## config.mk

```make
export PLATFORM = sky130hd
export DESIGN_NAME = opt_engine
export DESIGN_NICKNAME = d
export VERILOG_FILES = /design/src/rtl/opt_engine_pkg.sv /design/src/rtl/opt_store.sv /design/src/rtl/opt_seq.sv /design/src/rtl/opt_engine.sv
export SDC_FILE = /design/constraint.sdc
export NUM_CORES = 1
export LEC_CHECK = 0
export BUFFER_PORTS_ARGS = -buffer_cell sky130_fd_sc_hd__buf_4
export CAP_MARGIN = 20
export CORE_ASPECT_RATIO = 1.4
export CORE_UTILIZATION = 50
export CTS_BUF_LIST = sky130_fd_sc_hd__clkbuf_8
export CTS_CLUSTER_SIZE = 8
export DETAILED_ROUTE_END_ITERATION = 16
export PLACE_DENSITY = 0.73
export SLEW_MARGIN = 20
export SYNTH_ARGS = -nofsm -noshare
export SYNTH_HDL_FRONTEND = slang
export SYNTH_SLANG_ARGS = --single-unit
```

## constraint.sdc

```tcl
create_clock -name clk -period 6.07 [get_ports clk]
set_input_delay 1.214 -clock clk [delete_from_list [all_inputs] [get_ports clk]]
set_output_delay 1.214 -clock clk [all_outputs]
set_load 0.05 [all_outputs]
```

## src/rtl/opt_engine_pkg.sv

```systemverilog
package opt_engine_pkg;
  typedef enum logic [2:0] {
    ST_IDLE,
    ST_RDCHK,
    ST_DECIDE,
    ST_MERW,
    ST_WRITE,
    ST_ERASE
  } seq_st_e;
endpackage

```

## src/rtl/opt_store.sv

```systemverilog
module opt_store #(
  parameter int N  = 8,
  parameter int BW = 8,
  localparam int AW = (N > 1) ? $clog2(N) : 1,
  localparam int HW = 2 * BW
) (
  input  logic          clk,
  input  logic          rst,
  input  logic          we,
  input  logic [AW-1:0] waddr,
  input  logic [HW-1:0] wdata,
  input  logic [AW-1:0] raddr_a,
  input  logic [AW-1:0] raddr_b,
  output logic [HW-1:0] rdata_a,
  output logic [HW-1:0] rdata_b
);
  logic [HW-1:0] mem [N];

  always_ff @(posedge clk) begin
    if (we) mem[waddr] <= wdata;
    rdata_a <= mem[raddr_a];
    rdata_b <= mem[raddr_b];
  end

  // Every non-blank word reaching the array must be a valid inverse pair.
  assert_cmp_pair_R3: assert property (@(posedge clk) disable iff (rst)
    (we && (wdata != '1)) |-> (wdata[HW-1:BW] == ~wdata[BW-1:0]));
endmodule

```

## src/rtl/opt_seq.sv

```systemverilog
module opt_seq
  import opt_engine_pkg::*;
#(
  parameter int          N       = 8,
  parameter int          BW      = 8,
  parameter int          RDP_IDX = 0,
  parameter logic [BW-1:0] UNPROT = 8'hA5,
  localparam int AW = (N > 1) ? $clog2(N) : 1,
  localparam int HW = 2 * BW
) (
  input  logic          clk,
  input  logic          rst,
  input  logic          opt_wen,
  input  logic          prog_en,
  input  logic          erase_en,
  input  logic          start,
  input  logic          wr_valid,
  input  logic [AW-1:0] wr_addr,
  input  logic [BW-1:0] wr_byte,
  input  logic          stat_clr,
  input  logic          mer_done,
  input  logic [HW-1:0] chk_data,
  output logic [AW-1:0] chk_addr,
  output logic          we,
  output logic [AW-1:0] waddr,
  output logic [HW-1:0] wdata,
  output logic          busy,
  output logic          done,
  output logic          perr,
  output logic          mer_req
);
  seq_st_e       st;
  logic [AW-1:0] addr_q;
  logic [AW-1:0] cnt;
  logic [BW-1:0] byte_q;
  logic          lowers;

  assign lowers = (addr_q == AW'(RDP_IDX)) && (chk_data[BW-1:0] != UNPROT)
                  && (byte_q == UNPROT);

  always_ff @(posedge clk) begin
    if (rst) begin
      st      <= ST_IDLE;
      addr_q  <= '0;
      byte_q  <= '0;
      cnt     <= '0;
      busy    <= 1'b0;
      done    <= 1'b0;
      perr    <= 1'b0;
      mer_req <= 1'b0;
    end else begin
      if (stat_clr) begin
        done <= 1'b0;
        perr <= 1'b0;
      end
      case (st)
        ST_IDLE: begin
          if (opt_wen && prog_en && wr_valid) begin
            addr_q <= wr_addr;
            byte_q <= wr_byte;
            busy   <= 1'b1;
            st     <= ST_RDCHK;
          end else if (opt_wen && erase_en && start) begin
            cnt  <= '0;
            busy <= 1'b1;
            st   <= ST_ERASE;
          end
        end
        ST_RDCHK: st <= ST_DECIDE;
        ST_DECIDE: begin
          if (chk_data != '1) begin
            perr <= 1'b1;
            busy <= 1'b0;
            st   <= ST_IDLE;
          end else if (lowers) begin
            mer_req <= 1'b1;
            st      <= ST_MERW;
          end else begin
            st <= ST_WRITE;
          end
        end
        ST_MERW: begin
          if (mer_done) begin
            mer_req <= 1'b0;
            st      <= ST_WRITE;
          end
        end
        ST_WRITE: begin
          busy <= 1'b0;
          done <= 1'b1;
          st   <= ST_IDLE;
        end
        ST_ERASE: begin
          cnt <= cnt + 1'b1;
          if (cnt == AW'(N - 1)) begin
            busy <= 1'b0;
            done <= 1'b1;
            st   <= ST_IDLE;
          end
        end
        default: st <= ST_IDLE;
      endcase
    end
  end

  always_comb begin
    chk_addr = addr_q;
    we       = (st == ST_WRITE) || (st == ST_ERASE);
    waddr    = (st == ST_ERASE) ? cnt : addr_q;
    wdata    = (st == ST_ERASE) ? '1 : {~byte_q, byte_q};
  end

  assert_done_at_end_R5: assert property (@(posedge clk) disable iff (rst)
    $rose(done) |-> $fell(busy));
  assert_mer_in_busy_R7: assert property (@(posedge clk) disable iff (rst)
    mer_req |-> busy);
  assert_mer_hold_R7: assert property (@(posedge clk) disable iff (rst)
    (mer_req && !mer_done) |=> mer_req);
  assert_no_write_in_mer_R7: assert property (@(posedge clk) disable iff (rst)
    mer_req |-> !we);
endmodule

```

## src/rtl/opt_engine.sv

```systemverilog
module opt_engine #(
  parameter int          N_ENTRIES = 8,
  parameter int          BW        = 8,
  parameter int          RDP_IDX   = 0,
  parameter logic [BW-1:0] UNPROT  = 8'hA5,
  localparam int AW = (N_ENTRIES > 1) ? $clog2(N_ENTRIES) : 1,
  localparam int HW = 2 * BW
) (
  input  logic          clk,
  input  logic          rst,
  input  logic          opt_wen_i,
  input  logic          prog_en_i,
  input  logic          erase_en_i,
  input  logic          start_i,
  input  logic          wr_valid_i,
  input  logic [AW-1:0] wr_addr_i,
  input  logic [BW-1:0] wr_byte_i,
  input  logic          stat_clr_i,
  input  logic          mer_done_i,
  input  logic [AW-1:0] rd_addr_i,
  output logic [HW-1:0] rd_data_o,
  output logic          cmp_err_o,
  output logic          busy_o,
  output logic          done_o,
  output logic          perr_o,
  output logic          mer_req_o
);
  logic          we;
  logic [AW-1:0] waddr;
  logic [AW-1:0] chk_addr;
  logic [HW-1:0] wdata;
  logic [HW-1:0] chk_data;

  opt_seq #(.N(N_ENTRIES), .BW(BW), .RDP_IDX(RDP_IDX), .UNPROT(UNPROT)) u_seq (
    .clk(clk), .rst(rst), .opt_wen(opt_wen_i), .prog_en(prog_en_i),
    .erase_en(erase_en_i), .start(start_i), .wr_valid(wr_valid_i),
    .wr_addr(wr_addr_i), .wr_byte(wr_byte_i), .stat_clr(stat_clr_i),
    .mer_done(mer_done_i), .chk_data(chk_data), .chk_addr(chk_addr),
    .we(we), .waddr(waddr), .wdata(wdata), .busy(busy_o), .done(done_o),
    .perr(perr_o), .mer_req(mer_req_o)
  );

  opt_store #(.N(N_ENTRIES), .BW(BW)) u_store (
    .clk(clk), .rst(rst), .we(we), .waddr(waddr), .wdata(wdata),
    .raddr_a(chk_addr), .raddr_b(rd_addr_i),
    .rdata_a(chk_data), .rdata_b(rd_data_o)
  );

  assign cmp_err_o = (rd_data_o != '1) && (rd_data_o[HW-1:BW] != ~rd_data_o[BW-1:0]);

  assert_locked_idle_R2: assert property (@(posedge clk) disable iff (rst)
    (!busy_o && wr_valid_i && !opt_wen_i && !start_i) |=> !busy_o);
  assert_reset_clear_R1: assert property (@(posedge clk)
    $past(rst) |-> (!busy_o && !done_o && !perr_o && !mer_req_o));
endmodule

```

Word level (Yosys, flattened, before mapping). Memory sizes are Yosys's and may differ from the RTL's. A register that Yosys moved wholly into a read port is not among the register bits. Index checks and enable logic that the tools add are counted.

Reduce and logical (&&, ||, !) cells: 18. Equality and inequality tests: 19. Bitwise gates (word level): 2. $add $sub $neg: 1. Multiplexer cells: 29.

Operator list (count): $ne 16x16->1 const B (2); $mux 3 (9); $mux 16 (1); $not 8->8 (2); $pmux 3 s5 (1); $mux 1 (14); $eq 3x3->1 const B (3); $eq 8x8->1 const B (1); $ne 2x1->1 const B (4); $ne 8x8->1 (1); $ne 8x8->1 const B (1); $reduce_and 4->1 (2); $logic_and 1x1->1 (7); $eq 3x2->1 const B (2); $logic_not 3->1 (2); $ne 2x2->1 const B (3); $pmux 3 s2 (1); $reduce_and 3->1 (2); $pmux 1 s2 (2); $pmux 1 s4 (1); $reduce_bool 2->1 (2); $reduce_bool 4->1 (1); $add 3x1->3 const B (1); $eq 3x1->1 const B (1); 3 further kinds (3).

Bits in writable memories: 128. Input port bits: 23. Flip-flop bits (word level): 21. Memories: 1.

Memory list: u_store.mem (depth 8, bits a word 16, read ports 2, clocked after Yosys merged registers in 2, wr ports 1, RTL line opt_store.sv:17) `logic [HW-1:0] mem [N];`.

Depth between registers and ports, before layout.
Word-level depth: 6. Gate-level depth with buffers: 7. Mapped depth without buffers: 6.

Cells and area by module. A second synthesis with hierarchy kept.

Cell total of the unflattened synthesis: 444. Area, all modules: 7951.4 um2.

By module, submodules not included: opt_store (cells each 287, times used 1, sequential area each 4484.3 um2, area an instance 6685.2 um2); opt_seq (cells each 141, times used 1, sequential area each 420.4 um2, area an instance 1147.4 um2); opt_engine (cells each 16, times used 1, sequential area each 0.0 um2, area an instance 118.9 um2).

Worst setup path before layout. OpenSTA, ideal clock, no wires.

Kind: reg2out. Start: register u_store.rdata_b[13], read port of u_store.mem. End: output port cmp_err_o. Path slack: 3179 ps. Cell stages (with the launch flop): 4. Arrival: 1677 ps. Data required time: 4856 ps. Cells stage by stage: dfxtp_1 -> xnor2_1 -> nor4_1 -> a21oi_1.

Longest elaborated chain between the ends: 2. Elaborated cells between the ends (all ways): 3. Classes of those cells: 2 x eq/ne; 1 x reduce/logical.

RTL lines: start: declaration (RTL line opt_store.sv:15) `output logic [HW-1:0] rdata_b`; $ne 16x16->1 / $ne 8x8->1 (equally long branches) (RTL line opt_engine.sv:49) `assign cmp_err_o = (rd_data_o != '1) && (rd_data_o[HW-1:BW] != ~rd_data_o[BW-1:0]);`; $logic_and 1x1->1 (*) (RTL line opt_engine.sv:49); end: declaration (RTL line opt_engine.sv:22) `output logic cmp_err_o,`.

Every way passes the cells marked *; elsewhere a longest branch is shown, timed or not.

Worst setup path after layout.
Start: register u_seq.st[0]. End: memory u_store.mem[5][9] in the netlist's numbering, enable pin.

Longest elaborated chain between the ends: 4. Elaborated cells between the ends (all ways): 6. Classes of those cells: 2 x eq/ne; 3 x mux; 1 x reduce/logical.

RTL lines: start: declaration (RTL line opt_seq.sv:32) `seq_st_e st;`; start signal: assignment (RTL line opt_seq.sv:43) `st <= ST_IDLE;`; start signal: assignment (RTL line opt_seq.sv:62) `st <= ST_RDCHK;`; start signal: assignment (RTL line opt_seq.sv:66) `st <= ST_ERASE;`; $eq 3x3->1 (on tied branches) (RTL line opt_seq.sv:108, opt_seq.sv:109); $logic_or 1x1->1 (RTL line opt_seq.sv:108) `we = (st == ST_WRITE) || (st == ST_ERASE);`; $mux 1 (RTL line opt_store.sv:20) `if (we) mem[waddr] <= wdata;`; $mux 1 (implied by the code) (RTL line opt_store.sv:20); end: declaration (RTL line opt_store.sv:17).

Several ways; a longest one is shown, not always the timed one.

==> metrics <==
Worst-Skew Late Latency ~460 ps; critical path peak fanout 23; total CTS buffers 17; GRT Overall Usage 0.236; most frequent cells in the layout edfxtp_1 (128), mux4_2 (63), nand2_1 (62); CTS tree built; drc violations 0; DR WL/cell 24.1 microns; type of origin of the critical path register; Final Setup Violations 0; Synth Area per Inst 16.2 sq um; first-pass GRT wire length 26900 microns; Post-Syn Area 7770 sq um; multiplexer share of the synthesized area 0.224; Setup Skew between 15 and 20 ps; met2 Use GR 0.434; CP endpoint kind register; minimum clock period just under 3000 ps; placed insts about 700; most used routing layer met2; hold buffer count at CTS 0; final WL about 18000 microns; Final #Nets 550; Worst Hold Class reg -> reg; initial antenna violation count 0; Final GP Congestion between 0.8 and 0.9; Setup crit start u_seq.st[0]; number of port buffers 43; Vias/cell 6.16; Die Y between 100 and 150 microns; Worst Path Arrival 3120 ps; synth unique cells 50; main combinational cell family by area after synthesis multiplexers; Register Area roughly 5000 sq um; RSZ-0062 raised after global routing no; Crit path required time roughly 6200 ps; met1 Usage GRT 0.270; Slew @ Worst Pin between 800 and 900 ps; H-tree Lvls 4; switching share of power 0.254; Final Power approximately 0.0024 W; XOR/XNOR share of the synthesized area 0.00901; FF-to-FF Start u_seq.st[0]; Fin. Hold Viols 0; Combinational Power Share 0.093; max cap viols 0; synthesized-area fraction occupied by adder cells 0.00322; vias in the first global route 4744; final std cells w/o fill 730; Slew Viols, Final 0; post-synthesis sequential area ratio 0.631; Multi-input gate area 2720 sq um; P per Cell Area 277 nW/um^2; worst rel slew slack 0.446; core area roughly 15000 sq um; ANT cells 0; share of cells above drive strength 1 0.320; Pleak between 3 and 4 nW; end-of-flow core utilization 0.574; drt pass-1 iters 5; DRT iter0 DRCs between 200 and 300; starting density of the core 0.514; Highest Clock Rate approximately 340 MHz; clock power share 0.332; placed instance area a little over 8000 sq um; row cnt 53; EDFF count, synth roughly 130; largest net degree at the start of global routing 38; FILL cells ~1200; period utilisation layout 0.488; Routed Antenna Nets 0; Die Area 16100 sq um; clock tree buffer depth 2; maximum vdd drop 134 uV; cell area after layout 8670 sq um; die width about 110 microns; dominant synthesized flop cell edfxtp_1; Root Driver clkbuf_8; outcome finished, final reports clean; GR Overflow Total 0; hpwl dp about 11000 microns; met3 Use GR 0.0436; leading cell type in the layout, fill and taps excluded edfxtp_1; Crit Path Class reg -> reg; FF+latch count, synth about 180; Hold Startpoint u_seq.mer_req; Fin Setup TNS 0 ps; Sw Pwr between 0.0006 and 0.0007 W; CTS clk-pin slew, worst paths about 90 ps; Vias 4495; Ports 44; synthesized instance count 481; post-synthesis simple-gate area fraction 0.0850; Reg power frac 0.575; Post-Syn Nets between 500 and 600; # Post-CTS Setup Buffers 0; # clock sinks 181; PostCTS Resize Cnt 0; Yosys warnings 0; Compound-Gate Fraction of Synth Area 0.0282; Layout area overhead 11.6%; FFs w/ async S/R, synth 0; internal power ~0.0018 W
==> power by group through the flow <==
| stage | logic, W | clock network, W | registers, W |
|---|---|---|---|
| after detailed placement | 0.000225 | 0 | 0.00141 |
| after global placement | 0.000220 | 0 | 0.00141 |
| after floorplan | 0.000131 | 0 | 0.00143 |
| after global routing | 0.000239 | 0.000858 | 0.00139 |
| final | 0.000224 | 0.000799 | 0.00138 |
| after CTS | 0.000226 | 0.000809 | 0.00138 |
==> kinds of logic after synthesis <==
kind of cell | count (synthesis)
flops | 181
simple gates | 134
mux | 92
buf+inv | 34
compound gates | 30
xor+xnor | 8
fa+ha+maj | 2
==> per-stage QoR <==
step                      hold WS (ps)  setup WS, ps
final                              449          3110
after detailed placement           443          3130
after floorplan                    466          3180
after global placement             438          3190
after global routing               482          2790
after CTS                          457          3120
==> flip-flops by register name (all words and copies together) (netlist names) <==
| name | cells |
|---|---|
| u_seq.st | 3 |
| u_seq.mer_req | 1 |
| u_seq.done | 1 |
| u_store.rdata_b | 16 |
| u_seq.busy | 1 |
| u_seq.cnt | 3 |
| u_store.rdata_a | 16 |
| u_store.mem | 128 |
| u_seq.perr | 1 |
| u_seq.byte_q | 8 |
| u_seq.chk_addr | 3 |
==> synth_stat cells (all sizes together) (2+ instances only) <==
master / count / area share
and2: 2 / 0.0016
a31oi: 4 / 0.0032
nand2b: 9 / 0.0072
ha: 2 / 0.0032
nand3b: 2 / 0.0019
nor2b: 4 / 0.0032
xnor2: 8 / 0.0090
clkbuf: 16 / 0.0077
mux2: 16 / 0.023
a21oi: 10 / 0.0064
a211oi: 2 / 0.0019
mux4: 64 / 0.19
inv: 4 / 0.0019
nand4: 8 / 0.0064
o21ai: 3 / 0.0019
nor3: 4 / 0.0026
buf: 13 / 0.0092
nor4: 4 / 0.0040
mux2i: 12 / 0.015
nor3b: 2 / 0.0019
nand2: 62 / 0.030
edfxtp: 128 / 0.49
nor2: 27 / 0.013
a2111oi: 2 / 0.0047
o31ai: 2 / 0.0019
dfxtp: 53 / 0.14
==> routing by layer <==
metal / vias to the layer above / part of all wire
met5: - / 0
li1: 1968 / -
met2: 177 / 0.57
met1: 2326 / 0.35
met3: 24 / 0.064
met4: 0 / 0.019
==> path summary, 6_finish.rpt <==
check / end / slack, ps / cells after the start
setup reg to reg: u_store.mem[5][9] / 3110 / 5
setup / recovery: u_store.mem[5][9] / 3110 / 5
hold reg to reg: u_seq.mer_req / 450 / 2
hold / removal: u_seq.mer_req / 450 / 2
==> worst max-delay path, cell delays in order, from the launching register on <==
cell and delay [ps]:
dfxtp_1 570, nand3b_1 660, nor3b_1 400, a31oi_1 100, nor2_1 630, buf_4 310
==> area by class of cell <==
cell class                      instances  area share
Sequential cell                       181       0.566
Tap cell                              192      0.0277
Timing Repair Buffer                   54      0.0467
Inverter                                5     0.00216
Multi-Input combinational cell        266       0.314
Clock buffer                           18      0.0286
Clock inverter                         14      0.0157
Power figures use the tool's default switching activity.
